==> src/rtl/undef_entry_pkg.sv <==
package undef_entry_pkg;
    localparam int unsigned LVL_W      = 2;
    localparam int unsigned VEC_W      = 8;
    localparam int unsigned LINK_W     = 3;
    localparam int unsigned CLS_W      = 6;

    localparam logic [LVL_W-1:0]  LVL_USER = 2'd0;
    localparam logic [LVL_W-1:0]  LVL_HYP  = 2'd2;

    localparam logic [VEC_W-1:0]  VEC_UNDEF    = 8'h04;
    localparam logic [VEC_W-1:0]  VEC_HYPTRAP  = 8'h14;

    localparam logic [LINK_W-1:0] LINK_WIDE    = 3'd4;
    localparam logic [LINK_W-1:0] LINK_NARROW  = 3'd2;

    typedef enum logic [CLS_W-1:0] {
        CLS_UNCAT   = 6'h00,
        CLS_ILLEGAL = 6'h0E
    } syn_class_e;
endpackage

==> src/rtl/undef_entry_route.sv <==
module undef_entry_route
    import undef_entry_pkg::*;
(
    input  logic [LVL_W-1:0] cur_level,
    input  logic             lvl2_en,
    input  logic             hyp_route,
    input  logic             illegal_st,
    output logic             to_hyp,
    output logic [VEC_W-1:0] vec_off,
    output logic [CLS_W-1:0] syn_class
);
    logic at_hyp;
    logic routed;

    always_comb begin
        at_hyp    = (cur_level == LVL_HYP);
        routed    = (cur_level == LVL_USER) && lvl2_en && hyp_route;
        to_hyp    = at_hyp || routed;
        vec_off   = routed ? VEC_HYPTRAP : VEC_UNDEF;
        syn_class = (illegal_st && to_hyp) ? CLS_ILLEGAL : CLS_UNCAT;
    end
endmodule

==> src/rtl/undef_entry_link.sv <==
module undef_entry_link
    import undef_entry_pkg::*;
#(
    parameter bit REGISTER_SEL = 1'b0
) (
    input  logic              narrow_isa,
    output logic [LINK_W-1:0] link_off
);
    generate
        if (REGISTER_SEL) begin : g_mux
            always_comb link_off = narrow_isa ? LINK_NARROW : LINK_WIDE;
        end else begin : g_xor
            always_comb link_off = LINK_WIDE ^ {LINK_W{narrow_isa}} & (LINK_WIDE | LINK_NARROW);
        end
    endgenerate
endmodule

==> src/rtl/undef_entry_sel.sv <==
module undef_entry_sel
    import undef_entry_pkg::*;
#(
    parameter int unsigned ADDR_W = 32
) (
    input  logic                   clk,
    input  logic                   rst_n,
    input  logic                   req_valid,
    input  logic [LVL_W-1:0]       cur_level,
    input  logic                   lvl2_en,
    input  logic                   hyp_route,
    input  logic                   narrow_isa,
    input  logic                   illegal_st,
    input  logic [ADDR_W-1:0]      instr_addr,
    output logic                   done,
    output logic                   to_hyp,
    output logic [VEC_W-1:0]       vec_off,
    output logic [LINK_W-1:0]      link_off,
    output logic [ADDR_W-1:0]      ret_addr,
    output logic [CLS_W-1:0]       syn_class
);
    typedef struct packed {
        logic              done;
        logic              to_hyp;
        logic [VEC_W-1:0]  vec;
        logic [LINK_W-1:0] link;
        logic [ADDR_W-1:0] ret;
        logic [CLS_W-1:0]  cls;
    } entry_t;

    entry_t st_d, st_q;

    logic              rt_hyp;
    logic [VEC_W-1:0]  rt_vec;
    logic [CLS_W-1:0]  rt_cls;
    logic [LINK_W-1:0] lk_off;

    undef_entry_route u_route (
        .cur_level (cur_level),
        .lvl2_en   (lvl2_en),
        .hyp_route (hyp_route),
        .illegal_st(illegal_st),
        .to_hyp    (rt_hyp),
        .vec_off   (rt_vec),
        .syn_class (rt_cls)
    );

    undef_entry_link #(.REGISTER_SEL(1'b1)) u_link (
        .narrow_isa(narrow_isa),
        .link_off  (lk_off)
    );

    always_comb begin
        st_d      = st_q;
        st_d.done = req_valid;
        if (req_valid) begin
            st_d.to_hyp = rt_hyp;
            st_d.vec    = rt_vec;
            st_d.link   = lk_off;
            st_d.ret    = instr_addr;
            st_d.cls    = rt_cls;
        end
    end

    always_ff @(posedge clk) begin
        if (!rst_n) st_q <= '0;
        else        st_q <= st_d;
    end

    assign done      = st_q.done;
    assign to_hyp    = st_q.to_hyp;
    assign vec_off   = st_q.vec;
    assign link_off  = st_q.link;
    assign ret_addr  = st_q.ret;
    assign syn_class = st_q.cls;
endmodule

==> config.mk <==
export PLATFORM = sky130hd
export DESIGN_NAME = undef_entry_sel
export DESIGN_NICKNAME = d
export VERILOG_FILES = /design/src/rtl/undef_entry_pkg.sv /design/src/rtl/undef_entry_route.sv /design/src/rtl/undef_entry_link.sv /design/src/rtl/undef_entry_sel.sv
export SDC_FILE = /design/constraint.sdc
export NUM_CORES = 1
export LEC_CHECK = 0
export CAP_MARGIN = 20
export CORE_UTILIZATION = 55
export CTS_CLUSTER_DIAMETER = 80
export DETAILED_ROUTE_END_ITERATION = 10
export DONT_BUFFER_PORTS = 1
export GPL_TIMING_DRIVEN = 0
export PLACE_DENSITY = 0.77
export SLEW_MARGIN = 40
export SYNTH_ARGS = -nofsm -noshare
export SYNTH_HDL_FRONTEND = slang
export SYNTH_SLANG_ARGS = --single-unit
==> constraint.sdc <==
create_clock -name clk -period 2.5 [get_ports clk]
set_clock_uncertainty 0.2 [all_clocks]
set_input_delay 0.25 -clock clk [delete_from_list [all_inputs] [get_ports clk]]
set_output_delay 0.25 -clock clk [all_outputs]
set_load 0.02 [all_outputs]
==> results of run 1 <==
flip-flops by register name, summed over array words and instances, names as in the netlist:
register / flops
ret_addr: 32
link_off: 2
vec_off: 2
done: 1
syn_class: 1
to_hyp: 1
cells in the final DEF (no fill, tap or decap):
master / n
sky130_fd_sc_hd__nand4b_1: 1
sky130_fd_sc_hd__dlygate4sd3_1: 41
sky130_fd_sc_hd__a2111oi_2: 1
sky130_fd_sc_hd__o41ai_2: 1
sky130_fd_sc_hd__clkbuf_4: 5
sky130_fd_sc_hd__o21ai_1: 1
sky130_fd_sc_hd__dfxtp_1: 39
sky130_fd_sc_hd__mux2i_1: 33
sky130_fd_sc_hd__buf_2: 3
sky130_fd_sc_hd__and2_1: 2
sky130_fd_sc_hd__nand2b_1: 1
sky130_fd_sc_hd__a21oi_1: 2
sky130_fd_sc_hd__nor2b_4: 1
sky130_fd_sc_hd__conb_1: 10
sky130_fd_sc_hd__buf_4: 13
sky130_fd_sc_hd__nand3b_1: 2
sky130_fd_sc_hd__o21ai_0: 1
sky130_fd_sc_hd__nor2_1: 36
sky130_fd_sc_hd__buf_6: 4
sky130_fd_sc_hd__inv_2: 1
sky130_fd_sc_hd__clkinv_2: 1
sky130_fd_sc_hd__nand2_1: 1
sky130_fd_sc_hd__clkbuf_1: 2
cell families (layout without fill, tap and decap cells):
group	after synthesis	in the layout
and+or+nand+nor	44	44
DFF	39	39
muxes	33	33
buffers and inverters	21	70
AOI/OAI and AO/OA	6	6
other	1	10
layer usage:
metal,track usage (%),up-vias,wire (um)
met5,0,-,0
met4,11.5,0,55
met3,8.89,7,292
met2,49.4,64,1980
met1,25.3,544,1320
li1,-,570,-
through the flow:
step                instances  util, %  hold WS (ns)
global route              232     80.7         0.187
detailed placement        183     62.6         0.150
floorplan                 153        -         0.143
finish                    232     80.7         0.179
CTS                       232     80.7         0.146
global placement          183     62.6         0.146
power breakdown:
part           internal (mW)  total (mW)  switching [mW]
combinational         0.0998       0.181          0.0815
clock                  0.110       0.294           0.185
sequential             0.658       0.727          0.0693
total                  0.867        1.20           0.336
layout make-up:
class / instances / area (sq um) / share of cell area (%)
buffer: 20 / 158 / 7.67
timing repair buffer: 41 / 410 / 20.0
clock buffer: 7 / 45.0 / 2.19
multi-input combinational: 93 / 614 / 29.9
clock inverter: 1 / 5.00 / 0.244
tap: 30 / 37.5 / 1.83
sequential: 39 / 781 / 38.0
inverter: 1 / 3.75 / 0.183
final timing paths:
kind / slack (ns) / end / cells after the start / start
worst max register to register: 0.83 / to_hyp / 3 / to_hyp
worst min-delay path: 0.18 / done / 3 / req_valid
worst min register to register: 0.40 / vec_off[2] / 2 / vec_off[2]
worst max-delay path: 0.62 / vec_off[4] / 4 / rst_n
critical path: cells and delay by family:
kind            cells  cell delay [ns]
buf+inv             3             1.37
compound gates      1             0.33
==> impl.org, run 1 <==
** Floorplan
- Floorplan die area :: around 3000 sq um
- Die H :: 54.6 um
- Width of the die :: approximately 55 um
- For this design the top-level I/O count stands at 92.
- After floorplanning, the core was sized to cover between 2000 and 3000 sq um.
- The initial utilization of the core area, before any placement, comes to between 50% and 60%.
- Number of placement rows :: 18

** GRT
- Antenna violations before repair :: 0
- Across every metal layer, demand over resource in global routing totals about a quarter.
- The first global-routing pass estimated approximately 5200 um of wire.
- Pin count of the biggest net entering global routing :: 12
- Summed over all layers, the global routing overflow is 0.
- Via count of the first global-routing pass :: 1211

** STA
- Setup violations remaining at the end of the flow were counted as 0.
- Fmax :: roughly 0.53 GHz
- The total count of max-transition violations in the final report was 0.
- Adding up every negative setup slack in the final design gives 0 ns.
- Fin crit period :: 1.88 ns
- Final critical-path share of the clock period :: 75.1%
- Setup repair after global routing left no endpoint under its margin.
- Final worst slack :: 0.622 ns
- The hold violation count in the final report came to 0.

** Power and ir drop
- Pwr/cell area :: roughly 590 nW/um^2
- IR analysis of the VDD net gives a maximum drop of just under 0.0006 V.
- Total power for the finished layout comes to roughly 1.2 mW.
- Leak :: slightly below 1 nW

** Setup path
- Maximum cell stage delay along the critical path :: 0.64 ns
- STA classifies the critical path endpoint as a flop.
- CP startpoint kind :: input port
- Dominant cell type by count on the critical path :: sky130_fd_sc_hd__dlygate4sd3_1
- Category of the most critical setup path :: input port to flop
- Critical path cell sequence :: dlygate4sd3_1 -> inv_2 -> o41ai_2 -> dlygate4sd3_1
- Highest fanout seen on the critical path :: 9
- Data on the critical path is required at its endpoint by about 2.6 ns.
- Arrival time of the worst setup path :: around 2.0 ns
- Worst-path cell with the longest stage delay :: sky130_fd_sc_hd__dlygate4sd3_1

** Yosys
- Synth Cell Area :: about 1500 sq um
- Xor-xnor portion of the synthesized cell area :: 0%
- Most common cell in the synthesized netlist :: sky130_fd_sc_hd__dfxtp_1
- Post-synth top area cell :: sky130_fd_sc_hd__dfxtp_1
- Counting instances in the post-synthesis netlist gives the leading cell types as sky130_fd_sc_hd__dfxtp_1, sky130_fd_sc_hd__nor2_1, sky130_fd_sc_hd__mux2i_1, sky130_fd_sc_hd__buf_4, sky130_fd_sc_hd__buf_6.
- Post-synthesis compound-gate area fraction :: 3.37%
- Synth top area cells :: sky130_fd_sc_hd__dfxtp_1, sky130_fd_sc_hd__mux2i_1, sky130_fd_sc_hd__nor2_1
- FFs w/ async S/R, synth :: 0%
- Portion of the post-synthesis area used by sequential elements :: about half
- Post-Synth Simple-Gate Area :: ~13%
- Largest family of logic cells by synthesized area :: multiplexers
- After synthesis the netlist holds a flip-flop and latch count of 39.
- Mean instance size in the synthesized netlist :: 10.6 sq um
- After synthesis, the share of cell area in mux cells is 21.7%.
- The synthesized netlist devotes 0% of its cell area to adder and majority cells.
- Counting every instance in the synthesized netlist gives between 100 and 150.
- Yosys printed 0 warnings.
- Distinct cell type count of the synthesized netlist :: 19
- Commonest register cell after synthesis :: sky130_fd_sc_hd__dfxtp_1
- Area share of the largest cell type after synthesis :: around half
- Number of synthesized flops with an enable pin :: 0

** Cells and area
- Area Overhead vs Synth :: 34.9%
- Count of inserted antenna diode cells :: 0
- Nets :: between 200 and 250
- Post-route design area :: 2050 sq um
- Fraction of layout instances using a drive strength above 1 :: 14.9%
- Number of fill cells in the layout :: ~160

** Route
- Dividing the detail-routed wire length by the instance count gives about 16 um.
- The detail route stage leaves a number of antenna-violating nets equal to 0.
- Via-per-instance ratio :: 5.11
- The routed layout has around 1200 vias.
- Total routed wirelength :: 3640 um
- DRC marker count from the first detailed-route iteration :: 5
- Number of design rule violations left after detail routing :: 0
- Number of detailed-route iterations in the first pass :: 4

** Placement
- After detailed placement, the total cell area comes to 1590 sq um.
- OpenSTA, run right after detailed placement, puts the worst setup slack at 1.34 ns.
- Count of buffers from port buffering :: 0
- Detailed placement HPWL :: ~2100 um
- The congestion estimate from routability-driven global placement came to ~0.7.

** CTS
- In this run the clock root is driven by a sky130_fd_sc_hd__clkbuf_4.
- Clock transition at path regs :: 0.10 ns
- Once the clock tree was built, the setup fixing pass inserted 0 buffers.
- CTS tree :: built
- Hold buffer count at cts :: 41
- Gates resized during post-CTS repair numbered 0.
- The clock reaches the later pin of the worst-skew pair after about 0.33 ns.
- H-tree depth :: 2
- The longest clock path from root to sink contains 2 buffers.
- Sinks on Clock Net :: 39
- Clock buffer count from CTS :: 5

** Flow run
- Across the run, the number of max-cap violations was 0.

** Status
- The run finished with clean final reports.

** Min path
- Kind of path behind the tightest hold check :: input port to flop
(Power assumes the default switching activity.)
==> run 2, diff against run 1 <==
--- a/config.mk
+++ b/config.mk
@@ -5,6 +5,7 @@
 export SDC_FILE = /design/constraint.sdc
 export NUM_CORES = 1
 export LEC_CHECK = 0
+export ABC_AREA = 1
 export CAP_MARGIN = 20
 export CORE_UTILIZATION = 55
 export CTS_CLUSTER_DIAMETER = 80
==> constraint.sdc (replaced) <==
create_clock -name clk -period 1.92 [get_ports clk]
set_clock_uncertainty 0.2 [all_clocks]
set_input_delay 0.192 -clock clk [delete_from_list [all_inputs] [get_ports clk]]
set_output_delay 0.192 -clock clk [all_outputs]
set_load 0.02 [all_outputs]
==> run 2 against run 1 <==
  * Non-clock buffer count up 9
  * Core utilization increased by 1.9 points
  * Synthesized cell count grew 26%
  * Sequential cell count is the same
  * Highest routed layer unchanged
  * Clock power increased by 32%
  * Critical path depth did not move
==> impl.org, run 2 <==
** Yosys
- Distinct cell type count of the synthesized netlist :: 17 (-2)
- Number of synthesized flops with an enable pin :: 0 (unchanged)
- Synth Cell Area :: 1450 sq um (-5.1%)
- Area share of the largest cell type after synthesis :: 54.0% (+2.8 points)
- The synthesized design spends more area on one cell type than any other, namely sky130_fd_sc_hd__dfxtp_1.
- Number of warnings reported in the yosys synthesis log :: 0 (unchanged)
- Post-synthesis instance total :: 182 (+26%)
- The most used flip-flop cell after synthesis is sky130_fd_sc_hd__dfxtp_1.
- The total of flip-flops plus latches after synthesis was 39 (unchanged).
- Portion of the post-synthesis area used by sequential elements :: 54.0% (+2.8 points)
- The share of synthesized registers carrying an async set or reset is 0% (unchanged).
- Synth top area cells :: sky130_fd_sc_hd__dfxtp_1, sky130_fd_sc_hd__nor2_1, sky130_fd_sc_hd__o21ai_0
- Most common cell in the synthesized netlist :: sky130_fd_sc_hd__nor2_1
- The synthesized area divided by synthesized cell count is 7.94 sq um (-25%).
- Leading cell types by count after synthesis :: sky130_fd_sc_hd__nor2_1, sky130_fd_sc_hd__dfxtp_1, sky130_fd_sc_hd__o21ai_0, sky130_fd_sc_hd__buf_4, sky130_fd_sc_hd__nand2_1

** Route
- Number of design rule violations left after detail routing :: 0 (unchanged)
- The length of the first detailed-routing pass in iterations was 4 (unchanged).
- Via-per-instance ratio :: 5.13 (+0.43%)
- Total routed wirelength :: 4040 um (+11%)
- Average wire per standard cell :: 14.6 um (-7.1%)
- The first-iteration detailed-routing DRC count came to 30 (+25).
- The total via count after detailed routing is 1421 (+20%).
- Antenna Nets Post-Route :: 0 (unchanged)

** STA
- The total count of max-transition violations in the final report came to 0 (unchanged).
- Final worst slack :: 0.153 ns (-0.469 ns)
- The routed design could run at a clock period as short as ~1.8 ns.
- Final Hold Fails :: 0 (unchanged)
- Fmax :: around 0.57 GHz
- Number of setup violations in the final report :: 0 (unchanged)
- The final total negative setup slack was 0 ns (unchanged).
- The worst path uses slightly above 90% of the clock period.
- Unrepaired setup endpoints after global routing :: no

** GRT
- Pin count of the biggest net entering global routing :: 12 (unchanged)
- The first-pass GRT wire length is 5900 um (+13%).
- The number of global-route vias before repair was 1354 (+12%).
- Met3 track demand over resource in global routing :: 11.8% (+2.9 points)
- met2 is the most crowded layer.
- The global-route track usage on met2 came to 51.2% (+1.9 points).
- GRT Residual Overflow :: 0 (unchanged)
- Antenna violations before repair :: 0 (unchanged)
- The total routing resource utilization after global routing is 29.6% (+3.3 points).
- The global routing usage on met1 was 30.5% (+5.2 points).

** CTS
- Clock buffer count from CTS :: 5 (unchanged)
- TritonCTS built the clock tree.
- The cell sitting at the root of the clock tree is a sky130_fd_sc_hd__clkbuf_4.
- The clock slew at the register clock pins of the worst setup and hold paths is 0.11 ns (about the same).
- Clock latency on the worst-skew pair :: 0.33 ns (about the same)
- The number of H-tree branching levels came to 2 (unchanged).
- The number of gates given a new drive strength after cts was 0 (unchanged).
- The TritonCTS sink count is 39 (unchanged).
- The maximum buffer depth of the clock tree came to 2 (unchanged).

** Floorplan
- The boundary pin count came to 92 (unchanged).
- The area of the core region came to 2480 sq um (-2.7%).
- Width of the die :: 53.3 um (-2.5%)
- The total die area was 2840 sq um (-4.9%).
- The height of the die came to 53.3 um (-2.5%).
- Initial standard-cell utilization of the core :: 58.3% (-1.5 points)
- Number of placement rows :: 18 (unchanged)

** Setup path
- The endpoint identified for the worst register-to-register timing path is syn_class[2].
- Required time at the endpoint of the critical path :: 2.00 ns (-0.58 ns)
- The worst setup path is of the input port to flop kind.
- The maximum fanout count along the critical path was 10 (+1).
- The register-to-register setup slack was 0.39 ns (-0.44 ns).
- The data arrival time of the critical path is 1.85 ns (-0.10 ns).
- STA classifies the critical path startpoint as an input port.
- Reg2reg path depth :: 3 (unchanged)
- The worst register-to-register path begins at syn_class[2].
- Worst setup EP type :: flop

** Min path
- Kind of path behind the tightest hold check :: input port to flop
- Number of stages on the worst hold path :: 3 (unchanged)
- The worst hold path terminates at ret_addr[27].
- The worst hold path begins at req_valid.

** Power and ir drop
- VDD IR-drop max :: 0.000816 V (+39%)
- Pwr/cell area :: 774 nW/um^2 (+32%)
- The leakage power summed over all cells came to 0.937 nW (-3.4%).

** Cells and area
- The number of nets in the final layout was 287 (+19%).
- Final core utilization :: 82.6% (+1.9 points)
- Leaving out fill and tap cells, the most frequent cell in the layout is sky130_fd_sc_hd__nor2_1.
- Number of flip-flops under the largest register name :: 32 (unchanged)
- The ratio of cells with drive above 1 in the final layout was 11.3% (-3.5 points).
- Non-filler instance count after layout :: 277 (+19%)
- Area Overhead vs Synth :: 41.6%
- The number of filler instances in the final layout is 150 (-7.4%).
- Most frequent cells in the layout :: sky130_fd_sc_hd__nor2_1, sky130_fd_sc_hd__dlygate4sd3_1, sky130_fd_sc_hd__dfxtp_1, sky130_fd_sc_hd__o21ai_0, sky130_fd_sc_hd__buf_4
- The post-route cell area came to 2050 sq um (-0.37%).
- Count of inserted antenna diode cells :: 0 (unchanged)

** Placement
- The placed wire-length estimate after detailed placement came to 2240 um (+7.6%).
- The placed cell count is 221 (+21%).
- The post-placement setup slack was 0.854 ns (-0.483 ns).
- The global placement routability congestion is 0.685 (-2.4%).
- Count of buffers from port buffering :: 0 (unchanged)
- The instance area at placement was 1520 sq um (-4.9%).

** Flow run
- Max Cap Violations :: 0 (unchanged)

** Status
- Result of the run :: finished clean
==> run 2: changes by cell type after synthesis, moves of 3 or more <==
cell | before | now
sky130_fd_sc_hd__buf_6 | 4 | 1
sky130_fd_sc_hd__o21ai_0 | 1 | 32
sky130_fd_sc_hd__mux2i_1 | 33 | 0
sky130_fd_sc_hd__inv_1 | 0 | 3
sky130_fd_sc_hd__nor2_1 | 36 | 65
sky130_fd_sc_hd__nand2_1 | 1 | 11
sky130_fd_sc_hd__clkbuf_1 | 0 | 3
==> run 2: report_power, final <==
group          internal [mW]  switching, mW
Combinational          0.121          0.112
Sequential             0.863          0.100
Clock                  0.143          0.246
Total                   1.13          0.458
==> run 2: area by class of cell <==
cell class | instances | area, sq um | area share (%)
inverters | 4 | 15.0 | 0.733
multi-input cells | 126 | 536 | 26.2
plain buffers | 22 | 148 | 7.21
flip-flops and latches | 39 | 781 | 38.1
well taps | 30 | 37.5 | 1.83
repair buffers | 48 | 480 | 23.5
clock inverters | 1 | 5.00 | 0.244
clock buffers | 7 | 45.0 | 2.20
==> run 2: kinds of logic after synthesis <==
logic type / after synthesis / share of synthesized area, %
DFF: 39 / 54.0
and+or+nand+nor: 79 / 21.3
buffers and inverters: 26 / 11.3
AOI/OAI and AO/OA: 37 / 13.2
other: 1 / 0.259
==> run 2: worst max-delay path by stage <==
| stage | startpoint | to | slack, ns |
|---|---|---|---|
| after global placement | syn_class[2] | syn_class[2] | 0.86 |
| final | rst_n | link_off[1] | 0.15 |
| after CTS | instr_addr[23] | ret_addr[23] | 0.02 |
| after global routing | rst_n | link_off[1] | 0.09 |
| after detailed placement | syn_class[2] | syn_class[3] | 0.85 |
| after floorplan | syn_class[2] | syn_class[2] | 0.89 |
==> run 2: metrics by stage <==
| stage | hold WS [ns] | power [mW] |
|---|---|---|
| 2_1_floorplan | 0.127 | 1.09 |
| 3_3_place_gp | 0.130 | 1.11 |
| 3_5_place_dp | 0.135 | 1.12 |
| 4_1_cts | 0.0144 | 1.58 |
| 5_1_grt | 0.0393 | 1.65 |
| 6_report | 0.0293 | 1.58 |
==> run 2: routing by layer <==
metal / wire [um] / vias to the layer above
li1: - / 678
met1: 1480 / 647
met2: 2050 / 81
met3: 401 / 15
met4: 103 / 0
met5: 0 / -
==> run 2: what timing repair did <==
item	in CTS	in global routing
setup endpoints to repair	0	2
endpoints found under the hold margin	39	0
hold buffers	50	0
buffers inserted	0	0
==> run 2: critical path: stages <==
cell                            delay, ns
sky130_fd_sc_hd__dlygate4sd3_1       0.68
sky130_fd_sc_hd__buf_2               0.26
sky130_fd_sc_hd__o211a_1             0.17
sky130_fd_sc_hd__dlygate4sd3_1       0.55
==> run 3, diff against run 2 <==
--- a/config.mk
+++ b/config.mk
@@ -16,4 +16,5 @@
 export SLEW_MARGIN = 40
 export SYNTH_ARGS = -nofsm -noshare
 export SYNTH_HDL_FRONTEND = slang
+export SYNTH_HIERARCHICAL = 1
 export SYNTH_SLANG_ARGS = --single-unit
==> run 3 against run 2 <==
  * Power is 36% higher
  * Register-to-register slack better by 0.58 ns
  * Sequential share of layout area is 1.9 points lower
  * Cell area is 37% higher
  * Critical endpoint is now ret_addr[7]
  * Largest cell class unchanged
==> impl.org, run 3 <==
** CTS
- The clock latency on the worst-skew pair was 0.29 ns (-0.04 ns).
- Clock transition at path regs :: 0.09 ns (-0.02 ns)
- TritonCTS built the clock tree.
- H-tree depth :: 2 (unchanged)
- The maximum buffer depth of the clock tree came to 2 (unchanged).
- Cell at the root of the clock tree :: sky130_fd_sc_hd__clkbuf_8
- The number of buffers added to fix hold violations after cts is 35 (-30%).
- Sinks on Clock Net :: 51 (+31%)
- # resized after CTS :: 0 (unchanged)
- Clock buffer count from CTS :: 5 (unchanged)
- The number of buffers inserted to repair setup after CTS is 0 (unchanged).

** Floorplan
- The boundary pin count came to 92 (unchanged).
- Floorplan die area :: 4420 sq um (+56%)
- The starting density of the core was 57.2% (-1.1 points).
- The overall die width is 66.5 um (+25%).
- Core region area :: 4000 sq um (+61%)
- Die H :: 66.5 um (+25%)
- The site row count is 23 (+5).

** Placement
- Placed inst area :: 2380 sq um (+57%)
- The count of input and output buffers was 0 (unchanged).
- Routability cong. :: 0.733 (+7.0%)
- Detailed placement HPWL :: 2850 um (+27%)

** Yosys
- Portion of the post-synthesis area used by sequential elements :: 44.6% (-9.4 points)
- After synthesis, the largest family of logic cells by area is simple AND/OR/NAND/NOR gates.
- The synthesized cell area is 2290 sq um (+58%).
- The complex-gate fraction of the synthesized area came to 0.383% (-13 points).
- The mux cell area share after synthesis was 0% (unchanged).
- After synthesis, the cell types taking the most area are sky130_fd_sc_hd__dfxtp_1, sky130_fd_sc_hd__nand2_1, sky130_fd_sc_hd__nor2_1.
- The total of warnings raised by yosys came to 6 (+6).
- Adder-Cell Fraction of Synth Area :: 0% (unchanged)
- Mean instance size in the synthesized netlist :: 6.56 sq um (-17%)
- Among all flip-flop cells after synthesis, the most frequent one is sky130_fd_sc_hd__dfxtp_1.
- Distinct cell type count of the synthesized netlist :: 11 (-6)
- Post-Synth Simple-Gate Area :: 34.0% (+13 points)
- The synthesized design spends more area on one cell type than any other, namely sky130_fd_sc_hd__dfxtp_1.
- Flops & latches, synth :: 51 (+31%)
- The number of enable-type register cells in the synthesized netlist came to 0 (unchanged).
- Post-synthesis instance total :: 349 (+92%)
- Most common cell in the synthesized netlist :: sky130_fd_sc_hd__nand2_1
- Xor-xnor portion of the synthesized cell area :: 0% (unchanged)
- The area fraction of the dominant cell type after synthesis was 44.6% (-9.4 points).
- After synthesis, the most frequently instantiated cells are sky130_fd_sc_hd__nand2_1, sky130_fd_sc_hd__nor2_1, sky130_fd_sc_hd__inv_1, sky130_fd_sc_hd__dfxtp_1, sky130_fd_sc_hd__buf_4.
- The share of synthesized registers carrying an async set or reset is 0% (unchanged).

** Setup path
- Reg2reg path depth :: 2 (-1)
- Required time at the endpoint of the critical path :: 1.94 ns (-0.06 ns)
- Maximum cell stage delay along the critical path :: 0.53 ns (-0.15 ns)
- In this run the critical register-to-register path is captured at ret_addr[7].
- The worst register-to-register path begins at ret_addr[7].
- The worst setup path is of the input port to flop kind.
- Highest fanout seen on the critical path :: 10 (unchanged)
- Worst setup EP type :: flop
- CP startpoint kind :: input port
- Critical path cell sequence :: dlygate4sd3_1 -> buf_2 -> buf_2 -> nand2_1 -> nor2_1
- Worst-path cell with the longest stage delay :: sky130_fd_sc_hd__dlygate4sd3_1
- The data arrival time of the critical path is 1.30 ns (-0.55 ns).
- Setup slack of the most critical reg-to-reg path :: 0.97 ns (+0.58 ns)
- The cell that appears most often on the critical path is sky130_fd_sc_hd__buf_2.

** Cells and area
- Most frequent standard cell in the layout excluding fill and tap cells :: sky130_fd_sc_hd__nand2_1
- Most frequent cells in the layout :: sky130_fd_sc_hd__nand2_1, sky130_fd_sc_hd__nor2_1, sky130_fd_sc_hd__inv_1, sky130_fd_sc_hd__dfxtp_1, sky130_fd_sc_hd__dlygate4sd3_1
- The count of antenna diodes in the layout was 0 (unchanged).
- The number of nets in the final layout came to 440 (+53%).
- The flip-flop count of the largest register after layout was 32 (unchanged).
- Post-route design area :: 2810 sq um (+37%)
- The ratio of cells with drive above 1 in the final layout is 10.3% (-1.1 points).
- Area Overhead vs Synth :: 22.9%

** Status
- The run finished with clean final reports.

** Route
- The detailed-route vias per instance is 4.34 (-15%).
- The total via count after detailed routing was 1952 (+37%).
- Total routed wirelength :: 4630 um (+15%)
- The length of the first detailed-routing pass in iterations came to 4 (unchanged).
- The first-iteration detailed-routing DRC count came to 67 (+120%).
- Antenna Nets Post-Route :: 0 (unchanged)
- The detailed-route DRC error count is 0 (unchanged).
- The routed length per instance is 10.3 um (-29%).

** Power and ir drop
- The proportion of power drawn by the clock network was 27.0% (+2.5 points).
- The fraction of power consumed by combinational cells was 14.2% (-0.5 points).
- The net load switching power came to 0.611 mW (+33%).
- The share of power burned in registers is 58.9% (-1.9 points).
- Net Sw Frac :: 28.4% (-0.53 points)
- The worst ir drop on vdd is 0.000447 V (-45%).
- The leakage power summed over all cells came to 1.54 nW (+65%).
- Pwr/cell area :: 766 nW/um^2 (-1.1%)
- Cell internal power dissipation :: 1.54 mW (+37%)

** STA
- The final critical-path required period was 1.27 ns (-0.493 ns).
- Fmax :: 0.785 GHz (+39%)
- The hold violation count in the final report is 0 (unchanged).
- The portion of the clock cycle consumed by the worst path in the final layout was 66.3% (-26 points).
- Max-slew violations :: 0 (unchanged)
- Setup repair after global routing left no endpoint under its margin.
- Final hold slack :: 0.0152 ns (-0.0140 ns)
- Number of setup violations in the final report :: 0 (unchanged)
- Setup TNS after final layout :: 0 ns (unchanged)

** GRT
- The total routing resource utilization after global routing is 22.1% (-7.5 points).
- GRT Residual Overflow :: 0 (unchanged)
- First-pass GRT wire length :: 7390 um (+25%)
- The number of antenna violations at the first check in global routing came to 0 (unchanged).
- The largest net degree at the start of global routing came to 15 (+3).
- Via count of the first global-routing pass :: 1829 (+35%)

** Min path
- The worst hold path belongs to the class input port to flop.
- The path with the worst hold slack has its endpoint at vec_off[5].
- The cell count of the worst hold path was 4 (+1).
- The worst hold path begins at req_valid.

** Flow run
- Max Cap Violations :: 0 (unchanged)
==> run 3: worst max-delay path by stage <==
stage / slack [ns] / cells after the start / startpoint / endpoint
floorplan: 0.87 / 8 / cur_level[1] / syn_class[2]
global placement: 0.82 / 8 / cur_level[1] / syn_class[2]
detailed placement: 0.79 / 8 / cur_level[1] / syn_class[3]
CTS: 0.65 / 5 / rst_n / link_off[1]
global route: 0.55 / 5 / rst_n / link_off[1]
finish: 0.65 / 5 / rst_n / ret_addr[7]
==> run 3: layer usage <==
layer / GRT usage, % / vias up / part of all wire [%]
met3: 8.39 / 7 / 8.1
met1: 22.9 / 826 / 41
li1: - / 1050 / -
met2: 39.7 / 69 / 49
met4: 8.78 / 0 / 1.5
met5: 0 / - / 0
==> run 3: kinds of logic after synthesis <==
kind of cell	after synthesis
other	3
buffers and inverters	88
AO/OA/AOI/OAI	1
AND/OR/NAND/NOR	206
flip-flops	51
==> run 3: power groups by stage <==
stage | Combinational [mW] | Sequential [mW] | Clock, mW
2_1_floorplan | 0.212 | 1.28 | 0
3_3_place_gp | 0.239 | 1.29 | 0
3_5_place_dp | 0.246 | 1.29 | 0
4_1_cts | 0.302 | 1.27 | 0.606
5_1_grt | 0.351 | 1.28 | 0.652
6_report | 0.305 | 1.27 | 0.581
==> run 3: cell type report <==
cell class,count,area [sq um]
sequential,51,1020
fill,363,1190
buffer,32,260
inverter,56,210
timing repair buffer,35,350
clock inverter,1,5.00
clock buffer,7,76.3
tap,50,62.6
multi-input combinational,218,828
==> run 3: worst max-delay path, delay by kind of cell <==
kind / cells / cell delay [ns]
and+or+nand+nor: 2 / 0.18
buffers and inverters: 3 / 0.92
==> run 3: per-stage QoR <==
| stage | cells | power [mW] | worst slack [ns] | util, % |
|---|---|---|---|---|
| floorplan | 357 | 1.49 | 0.872 | - |
| global placement | 407 | 1.53 | 0.821 | 59.6 |
| detailed placement | 407 | 1.54 | 0.795 | 59.6 |
| CTS | 450 | 2.18 | 0.646 | 70.3 |
| global route | 450 | 2.28 | 0.551 | 70.3 |
| finish | 450 | 2.15 | 0.647 | 70.3 |
